**src/rtl/wdiv_pkg.sv**
```systemverilog
package wdiv_pkg;
  typedef struct packed {
    logic loadRun;   // capture magnitudes and begin iterating
    logic loadZero;  // zero divisor: write fixed result now
    logic loadOvf;   // signed overflow: write fixed result now
    logic run;       // perform one shift/subtract step
    logic finish;    // last step: write signed-corrected outputs
  } wdivStrobes_t;
endpackage

```
**src/rtl/wdiv_ctrl.sv**
```systemverilog
module wdiv_ctrl
  import wdiv_pkg::*;
#(
  parameter int STEPS = 128
) (
  input  logic         clk,
  input  logic         rstN,
  input  logic         start,
  input  logic         opZero,
  input  logic         opOvf,
  output wdivStrobes_t strb,
  output logic         busy,
  output logic         done,
  output logic         divByZero,
  output logic         overflow
);
  localparam int CW = (STEPS > 1) ? $clog2(STEPS) : 1;
  localparam logic [CW-1:0] LAST = CW'(STEPS - 1);

  logic [CW-1:0] cnt;
  logic accept;

  assign accept = start && !busy;

  always_comb begin
    strb.loadZero = accept && opZero;
    strb.loadOvf  = accept && !opZero && opOvf;
    strb.loadRun  = accept && !opZero && !opOvf;
    strb.run      = busy;
    strb.finish   = busy && (cnt == LAST);
  end

  always_ff @(posedge clk or negedge rstN) begin
    if (!rstN) begin
      busy      <= 1'b0;
      done      <= 1'b0;
      divByZero <= 1'b0;
      overflow  <= 1'b0;
      cnt       <= '0;
    end else if (accept) begin
      busy      <= strb.loadRun;
      done      <= !strb.loadRun;
      divByZero <= opZero;
      overflow  <= strb.loadOvf;
      cnt       <= '0;
    end else if (busy) begin
      cnt <= cnt + CW'(1);
      if (strb.finish) begin
        busy <= 1'b0;
        done <= 1'b1;
      end
    end
  end

  assert_busy_done_excl_R2: assert property (@(posedge clk) disable iff (!rstN)
    !(busy && done));

  assert_run_continues_R2: assert property (@(posedge clk) disable iff (!rstN)
    busy && !strb.finish |=> busy && !done);

  assert_ignore_start_R8: assert property (@(posedge clk) disable iff (!rstN)
    busy && start |=> (cnt == $past(cnt) + CW'(1)) || done);

  assert_zero_fast_R4: assert property (@(posedge clk) disable iff (!rstN)
    start && !busy && opZero |=> done && divByZero && !busy);
endmodule

```
**src/rtl/wdiv_dpath.sv**
```systemverilog
module wdiv_dpath
  import wdiv_pkg::*;
#(
  parameter int NW         = 128,
  parameter int DW         = 64,
  parameter bit KEEP_CARRY = 1'b1
) (
  input  logic          clk,
  input  logic          rstN,
  input  wdivStrobes_t  strb,
  input  logic          signedMode,
  input  logic [NW-1:0] dividend,
  input  logic [DW-1:0] divisor,
  output logic          opZero,
  output logic          opOvf,
  output logic [NW-1:0] quotient,
  output logic [DW-1:0] remainder
);
  localparam logic [NW-1:0] MOST_NEG = {1'b1, {(NW-1){1'b0}}};

  logic [DW-1:0] remReg, divReg;
  logic [NW-1:0] qReg;
  logic          negQ, negR;

  logic          dvdNeg, dvsNeg;
  logic [NW-1:0] dvdAbs;
  logic [DW-1:0] dvsAbs;
  logic [DW:0]   trial, diff;
  logic          fits;
  logic [DW-1:0] nextRem;
  logic [NW-1:0] nextQ;

  assign dvdNeg = signedMode && dividend[NW-1];
  assign dvsNeg = signedMode && divisor[DW-1];
  assign dvdAbs = dvdNeg ? -dividend : dividend;
  assign dvsAbs = dvsNeg ? -divisor : divisor;
  assign opZero = (divisor == '0);
  assign opOvf  = signedMode && (dividend == MOST_NEG) && (&divisor);

  generate
    if (KEEP_CARRY) begin : g_carry
      assign trial = {remReg, qReg[NW-1]};
    end else begin : g_nocarry
      assign trial = {1'b0, remReg[DW-2:0], qReg[NW-1]};
    end
  endgenerate

  assign fits    = (trial >= {1'b0, divReg});
  assign diff    = trial - {1'b0, divReg};
  assign nextRem = fits ? diff[DW-1:0] : trial[DW-1:0];
  assign nextQ   = {qReg[NW-2:0], fits};

  always_ff @(posedge clk or negedge rstN) begin
    if (!rstN) begin
      remReg    <= '0;
      divReg    <= '0;
      qReg      <= '0;
      negQ      <= 1'b0;
      negR      <= 1'b0;
      quotient  <= '0;
      remainder <= '0;
    end else begin
      if (strb.loadRun) begin
        remReg <= '0;
        qReg   <= dvdAbs;
        divReg <= dvsAbs;
        negQ   <= dvdNeg ^ dvsNeg;
        negR   <= dvdNeg;
      end
      if (strb.loadZero) begin
        quotient  <= '1;
        remainder <= dividend[DW-1:0];
      end
      if (strb.loadOvf) begin
        quotient  <= dividend;
        remainder <= '0;
      end
      if (strb.run) begin
        remReg <= nextRem;
        qReg   <= nextQ;
        if (strb.finish) begin
          quotient  <= negQ ? -nextQ : nextQ;
          remainder <= negR ? -nextRem : nextRem;
        end
      end
    end
  end

  assert_partial_below_divisor_R3: assert property (@(posedge clk) disable iff (!rstN)
    strb.run || strb.loadRun |=> remReg < divReg);
endmodule

```
**src/rtl/wide_divider.sv**
```systemverilog
module wide_divider
  import wdiv_pkg::*;
#(
  parameter int NW         = 128,
  parameter int DW         = 64,
  parameter bit KEEP_CARRY = 1'b1
) (
  input  logic          clk,
  input  logic          rstN,
  input  logic          start,
  input  logic          signedMode,
  input  logic [NW-1:0] dividend,
  input  logic [DW-1:0] divisor,
  output logic          busy,
  output logic          done,
  output logic [NW-1:0] quotient,
  output logic [DW-1:0] remainder,
  output logic          divByZero,
  output logic          overflow
);
  wdivStrobes_t strb;
  logic opZero, opOvf;

  wdiv_ctrl #(.STEPS(NW)) ctrl_i (
    .clk(clk), .rstN(rstN), .start(start), .opZero(opZero), .opOvf(opOvf),
    .strb(strb), .busy(busy), .done(done), .divByZero(divByZero), .overflow(overflow)
  );

  wdiv_dpath #(.NW(NW), .DW(DW), .KEEP_CARRY(KEEP_CARRY)) dpath_i (
    .clk(clk), .rstN(rstN), .strb(strb), .signedMode(signedMode),
    .dividend(dividend), .divisor(divisor), .opZero(opZero), .opOvf(opOvf),
    .quotient(quotient), .remainder(remainder)
  );

  assert_hold_results_R7: assert property (@(posedge clk) disable iff (!rstN)
    done && !start |=> done && $stable(quotient) && $stable(remainder)
                       && $stable(divByZero) && $stable(overflow));

  assert_zero_result_R4: assert property (@(posedge clk) disable iff (!rstN)
    done && divByZero |-> &quotient);

  assert_ovf_result_R6: assert property (@(posedge clk) disable iff (!rstN)
    done && overflow |-> remainder == '0 && quotient[NW-1]);
endmodule

```
**config.mk**
```make
export PLATFORM = sky130hd
export DESIGN_NAME = wide_divider
export DESIGN_NICKNAME = d
export VERILOG_FILES = /design/src/rtl/wdiv_pkg.sv /design/src/rtl/wdiv_ctrl.sv /design/src/rtl/wdiv_dpath.sv /design/src/rtl/wide_divider.sv
export SDC_FILE = /design/constraint.sdc
export NUM_CORES = 1
export LEC_CHECK = 0
export ABC_AREA = 1
export BUFFER_PORTS_ARGS = -buffer_cell sky130_fd_sc_hd__buf_4
export CAP_MARGIN = 10
export CORE_ASPECT_RATIO = 1.4
export CORE_MARGIN = 2
export CORE_UTILIZATION = 35
export DETAILED_ROUTE_END_ITERATION = 6
export GPL_ROUTABILITY_DRIVEN = 0
export PLACE_DENSITY = 0.59
export SYNTH_ARGS = -nofsm -noshare
export SYNTH_HDL_FRONTEND = slang
export SYNTH_SLANG_ARGS = --single-unit
```
**constraint.sdc**
```tcl
create_clock -name clk -period 4.54 [get_ports clk]
set_clock_uncertainty 0.2 [all_clocks]
set_input_delay 0.908 -clock clk [delete_from_list [all_inputs] [get_ports clk]]
set_output_delay 0.908 -clock clk [all_outputs]
set_load 0.02 [all_outputs]
```
=== Yosys cells after proc, flatten, opt, wreduce, memory -nomap -nowiden ===
Cells that the tools add are included.
W data, S select, Z words.

* Multiplexer cells: 25
* Equality and inequality tests: 2
* Add/subtract/negate cells: 6
* Order comparisons: 1
* Bitwise logic cells: 1
* Reductions and logical operators: 20

{| class="wikitable"
|+ Operators by type and width
! cell !! number
|-
| $mux W128 || 8
|-
| $mux W64 || 9
|-
| $neg A128 Y128 || 2
|-
| $eq A128 B128 Y1 const B || 1
|-
| $neg A64 Y64 || 2
|-
| $ge A65 B64 Y1 || 1
|-
| $logic_not A64 Y1 || 1
|-
| $reduce_and A64 Y1 || 1
|-
| $sub A64 B64 Y64 || 1
|-
| $mux W7 || 2
|-
| $logic_and A1 B1 Y1 || 10
|-
| $add A7 B1 Y7 const B || 1
|-
| $eq A7 B7 Y1 const B || 1
|-
| $mux W1 || 6
|-
| $reduce_bool A2 Y1 || 3
|-
| $logic_not A1 Y1 || 4
|-
| $reduce_and A2 Y1 || 1
|-
| $xor A1 B1 Y1 || 1
|}

* Register bits after elaboration: 461
* Input bits: 196

=== Depth between registers and ports, before layout ===
* Depth in word-level cells: 7
* Gate-level depth with buffers: 34
* Mapped depth without buffers: 32

=== Cells and area by module ===
From an unflattened synthesis, not the netlist that was laid out.

* Cells, all modules: 6127
* Area total of the unflattened synthesis: 38713.4 µm²

{| class="wikitable"
|+ By module, submodules not included
! module !! area an instance (µm²) !! instances !! cells each !! seq. area each (µm²)
|-
| wdiv_dpath || 38176.6 || 1 || 6061 || 11260.8
|-
| wdiv_ctrl || 536.8 || 1 || 66 || 275.3
|}

=== Least setup slack after synthesis ===
OpenSTA, ideal clock, no wires.

* Path type: reg-to-reg
* From: reg dpath_i.remReg[6]
* To: reg dpath_i.quotient[122]
* Path slack: 0.247 ns
* Path buffers: 2
* Clock period less this slack: 4.293 ns
* Required time: 4.205 ns
* Stages on the path, launching flop included: 32
* Arrival time: 3.958 ns
* Cells stage by stage: dfrtp_1 > ha_1 > nand2_1 > inv_1 > nand2_1 > nand2_1 > inv_1 > nand3_2 > nand2_1 > nand2_2 > nand2_2 > nand2_4 > nand2_8 > nand2_8 > inv_2 > buf_6 > buf_6 > ha_1 > inv_1 > nor3_1 > nand2_1 > nor2_1 > nand2_1 > nor3_1 > nand3_1 > nor3_1 > nand2_1 > o31ai_1 > a21boi_0 > nand2_1 > nand2_1 > o22ai_1

* Cells in the longest elaborated chain, start to end: 5

{| class="wikitable"
|+ Ends and longest elaborated chain
! item !! RTL line !! RTL
|-
| start, declared || wdiv_dpath.sv:21 || <nowiki>logic [DW-1:0] remReg, divReg;</nowiki>
|-
| start signal, assigned || wdiv_dpath.sv:79 || <nowiki>remReg <= nextRem;</nowiki>
|-
| $ge A65 B64 Y1 || wdiv_dpath.sv:48 || <nowiki>assign fits = (trial >= {1'b0, divReg});</nowiki>
|-
| $neg A128 Y128 || wdiv_dpath.sv:82 || <nowiki>quotient <= negQ ? -nextQ : nextQ;</nowiki>
|-
| $mux W128 || wdiv_dpath.sv:82 ||
|-
| $mux W128 || wdiv_dpath.sv:81 || <nowiki>if (strb.finish) begin</nowiki>
|-
| $mux W128 || wdiv_dpath.sv:78 || <nowiki>if (strb.run) begin</nowiki>
|-
| end signal, assigned || wdiv_dpath.sv:75 || <nowiki>quotient <= dividend;</nowiki>
|-
| end signal, assigned || wdiv_dpath.sv:82 ||
|-
| end, declared || wdiv_dpath.sv:16 || <nowiki>output logic [NW-1:0] quotient,</nowiki>
|}

No other way between the ends.
A chain may end at the register's enable or synchronous reset.

=== Worst setup path after layout ===
* From: reg dpath_i.divReg[3]
* To: reg dpath_i.remainder[56]

* Cells in the longest elaborated chain, start to end: 6
* Elaborated cells between the ends (all ways): 7
* Those cells by class: add/sub (2); order compare (1); mux (4)

{| class="wikitable"
|+ Ends and longest elaborated chain
! item !! RTL line !! RTL
|-
| start, declared || wdiv_dpath.sv:21 ||
|-
| start signal, assigned || wdiv_dpath.sv:66 || <nowiki>divReg <= dvsAbs;</nowiki>
|-
| $sub A64 B64 Y64 / $ge A65 B64 Y1 (equally long branches) || wdiv_dpath.sv:49, wdiv_dpath.sv:48 ||
|-
| $mux W64 (*) || wdiv_dpath.sv:50 || <nowiki>assign nextRem = fits ? diff[DW-1:0] : trial[DW-1:0];</nowiki>
|-
| $neg A64 Y64 || wdiv_dpath.sv:83 || <nowiki>remainder <= negR ? -nextRem : nextRem;</nowiki>
|-
| $mux W64 (*) || wdiv_dpath.sv:83 ||
|-
| $mux W64 (*) || wdiv_dpath.sv:81 ||
|-
| $mux W64 (*) || wdiv_dpath.sv:78 ||
|-
| end signal, assigned || wdiv_dpath.sv:72 || <nowiki>remainder <= dividend[DW-1:0];</nowiki>
|-
| end signal, assigned || wdiv_dpath.sv:83 ||
|-
| end, declared || wdiv_dpath.sv:17 || <nowiki>output logic [DW-1:0] remainder</nowiki>
|}

Every way passes the cells marked *; elsewhere a longest branch is shown, timed or not.

==> run_results.csv <==
group,metric,value,unit
drt,vias_per_cell,5.44,
layout,final_nets,7146,
layout,final_cells,8386,
critical_path,crit_arrival,4.72,ns
layout,drive_gt1_share,19.6,%
yosys,ys.warnings.count,0,
layout,fin_util,45.1,%
clock_tree,clock_sinks,461,
timing,report.final.slew_viol_count,0,
placement,port_buffers,391,
layout,area_growth,27.7,%
grt,grt_pass1_vias,43300,
yosys,synth_edf_count,0,
critical_path,critPathMostFrequentCell,"nand2_2",
yosys,async_flop_share,100,%
layout,fillers,11500,
grt,grt_max_degree,198,
drt,ant_nets,0,
timing,fin_setup_tns,0,ns
die,start_util,35.3,%
flow_run,cap_violations,0,
critical_path,critical_path_buf_inv_count,4,
critical_path,critical_path.top_delay_family,"simple AND/OR/NAND/NOR gates",
critical_path,critical-path-max-stage-delay,0.36,ns
clock_tree,htreeDepth,2,
drt,wl,189000,um
die,die_h,398,um
grt,antenna_found_initial,12,
timing,worst_pin_slew,1.01,ns
grt,grt_pass1_wl,273000,um
clock_tree,root_buffer,"clkbuf_16",
yosys,yosys_register_bits,461,
clock_tree,numCtsBuffers,51,
critical_path,cp_slowest_cell,"nor3_1",
layout,final_common_cell,"nand2_1",
clock_tree,cts_buffer_depth,3,
layout,multi_input_area,24000,um^2
die,core,110000,um^2
placement,dpl_cell_area,46600,um^2
critical_path,worstSetupEndpointType,"flip-flop",
drt,num_vias,45700,
yosys,synthesis.area,38900,um^2
timing,relSlewSlack,32.6,%
pwr,ir_drop,0.498,mV
clock_tree,cts_hold_buf,0,
critical_path,crit_type,"flip-flop to flip-flop",
placement,post-dp-hpwl,149000,um
layout,seq_area,11500,um^2
yosys,synth_ff_type,"dfrtp_1",
clock_tree,cts.clk_slew.worst_paths,0.06,ns
die,dieArea,114000,um^2
die,io_pins,392,
grt,overflow,0,
clock_tree,cts_tree,"built",
yosys,synth.avg_cell_area,6.28,um^2
pwr,p_total,0.0378,W
placement,dp_cells,8267,
die,num_rows,144,
outcome,status,"complete, no violations",
timing,fmax,0.227,GHz
layout,final_cell_mix,"nand2_1 (1623), buf_4 (865), inv_1 (797)",
critical_path,path_max_fanout,31,
pwr,p_leak,22.8,nW
clock_tree,insertion_delay,0.65,ns
timing,setup_viol,0,
critical_path,critPathLaunchType,"flip-flop",
timing,hold_viol,0,
yosys,netlist_instances,6190,
yosys,ys_types,66,
drt,drt-initial-drc-count,4646,
yosys,synth_nets,6457,
drt,wire_per_inst,22.6,um
timing,post-route-period-util,97.1,%
drt,drt_first_pass_iters,6,
min_path,hold_path_class,"input pin to async pin",
drt,drc,0,
layout,final_area,49600,um^2
pwr,powerDensity,762,nW/um^2
grt,grtUsageTotal,32.0,%
die,die-width,286,um
critical_path,cp.required,4.85,ns
yosys,ys_seq_area_share,29.7,%
timing,min_period,4.41,ns
## layout make-up
cell class	instances	share of cell area (%)
Antenna cell	8	0.0403
Inverter	888	6.75
Sequential cell	461	23.3
Tap cell	1460	3.68
Clock buffer	60	2.76
Multi-Input combinational cell	4581	48.4
Clock inverter	32	0.829
Timing Repair Buffer	896	14.2
## Yosys cell counts (all sizes together), types with 16 or more instances
cell	instances	area (um^2)
nand2	1715	6590
inv	881	3310
nor2	722	2860
o21ai	533	2720
dfrtp	461	11500
nand3	388	1990
a21oi	216	1100
clkbuf	206	773
xor2	171	1500
nor4	134	838
nor3	118	633
o211ai	101	758
nand4	97	613
xnor2	81	709
ha	70	876
buf	54	303
o22ai	46	288
o221ai	43	377
or2	28	175
nand3b	21	158
o21bai	16	120
## power breakdown
group	internal (W)	switching (W)	leakage, nW
registers	0.00555	0.00211	5.39
logic	0.00996	0.0156	16.6
clock network	0.00262	0.00197	0.863
## metrics by stage
step | setup slack, ns | hold slack, ns
final | 0.132 | 0.0942
after global routing | -0.0243 | 0.136
after CTS | 0.0264 | 0.136
after detailed placement | -0.378 | 0.273
after global placement | -0.269 | 0.266
after floorplan | 0.247 | 0.253
## registers in the layout, summed over array words and instances (netlist names)
signal             count
dpath_i.negQ           1
ctrl_i.done            1
dpath_i.quotient     128
ctrl_i.overflow        1
dpath_i.remReg        64
dpath_i.remainder     64
ctrl_i.busy            1
dpath_i.qReg         128
dpath_i.divReg        64
ctrl_i.divByZero       1
dpath_i.negR           1
ctrl_i.cnt             7
## kinds of logic after synthesis
kind of cell,after synthesis,share of synthesized area (%)
AO/OA/AOI/OAI,1022,15.1
XOR/XNOR,252,5.68
adder cells (fa/ha/maj),71,2.30
buffers and inverters,1148,11.3
flip-flops,461,29.7
multiplexers,4,0.103
AND/OR/NAND/NOR,3232,35.8
## worst register-to-register path: cells and delay by family (launching register included)
kind	cells	cell delay, ns
AND/OR/NAND/NOR	18	2.44
buffers and inverters	4	0.65
adder cells (fa/ha/maj)	2	0.49
flip-flops	1	0.35
AO/OA/AOI/OAI	1	0.17
## repair_timing
item                       4_1_cts  5_1_grt
cloned                           0        1
setup endpoints to repair       31       90
resized for setup               11      214
setup buffers                    0       18
pin swaps                        2       27
## final timing paths
| path | from | to | slack [ns] | depth (start not counted) |
|---|---|---|---|---|
| worst min-delay path | rstN | dpath_i.quotient[117]$_DFF_PN0_ | 0.09 | 1 |
| worst min register to register | dpath_i.divReg[29]$_DFFE_PN0P_ | dpath_i.divReg[29]$_DFFE_PN0P_ | 0.28 | 2 |
| max in group asynchronous | rstN | dpath_i.qReg[5]$_DFFE_PN0P_ | 2.83 | 2 |
| worst max-delay path | dpath_i.divReg[3]$_DFFE_PN0P_ | dpath_i.remainder[56]$_DFF_PN0_ | 0.13 | 25 |
| worst max register to register | dpath_i.divReg[3]$_DFFE_PN0P_ | dpath_i.remainder[56]$_DFF_PN0_ | 0.13 | 25 |
| min in group clk | dpath_i.divReg[29]$_DFFE_PN0P_ | dpath_i.divReg[29]$_DFFE_PN0P_ | 0.28 | 2 |
## metal layers
layer	track usage, %	share of wire (%)	up-vias
li1	-	-	21500
met1	38.2	37	21200
met2	52.3	46	2364
met3	5.17	8.4	631
met4	22.8	8.5	10
met5	0	0.038	-
No activity file was read; power rests on OpenSTA's default activity.
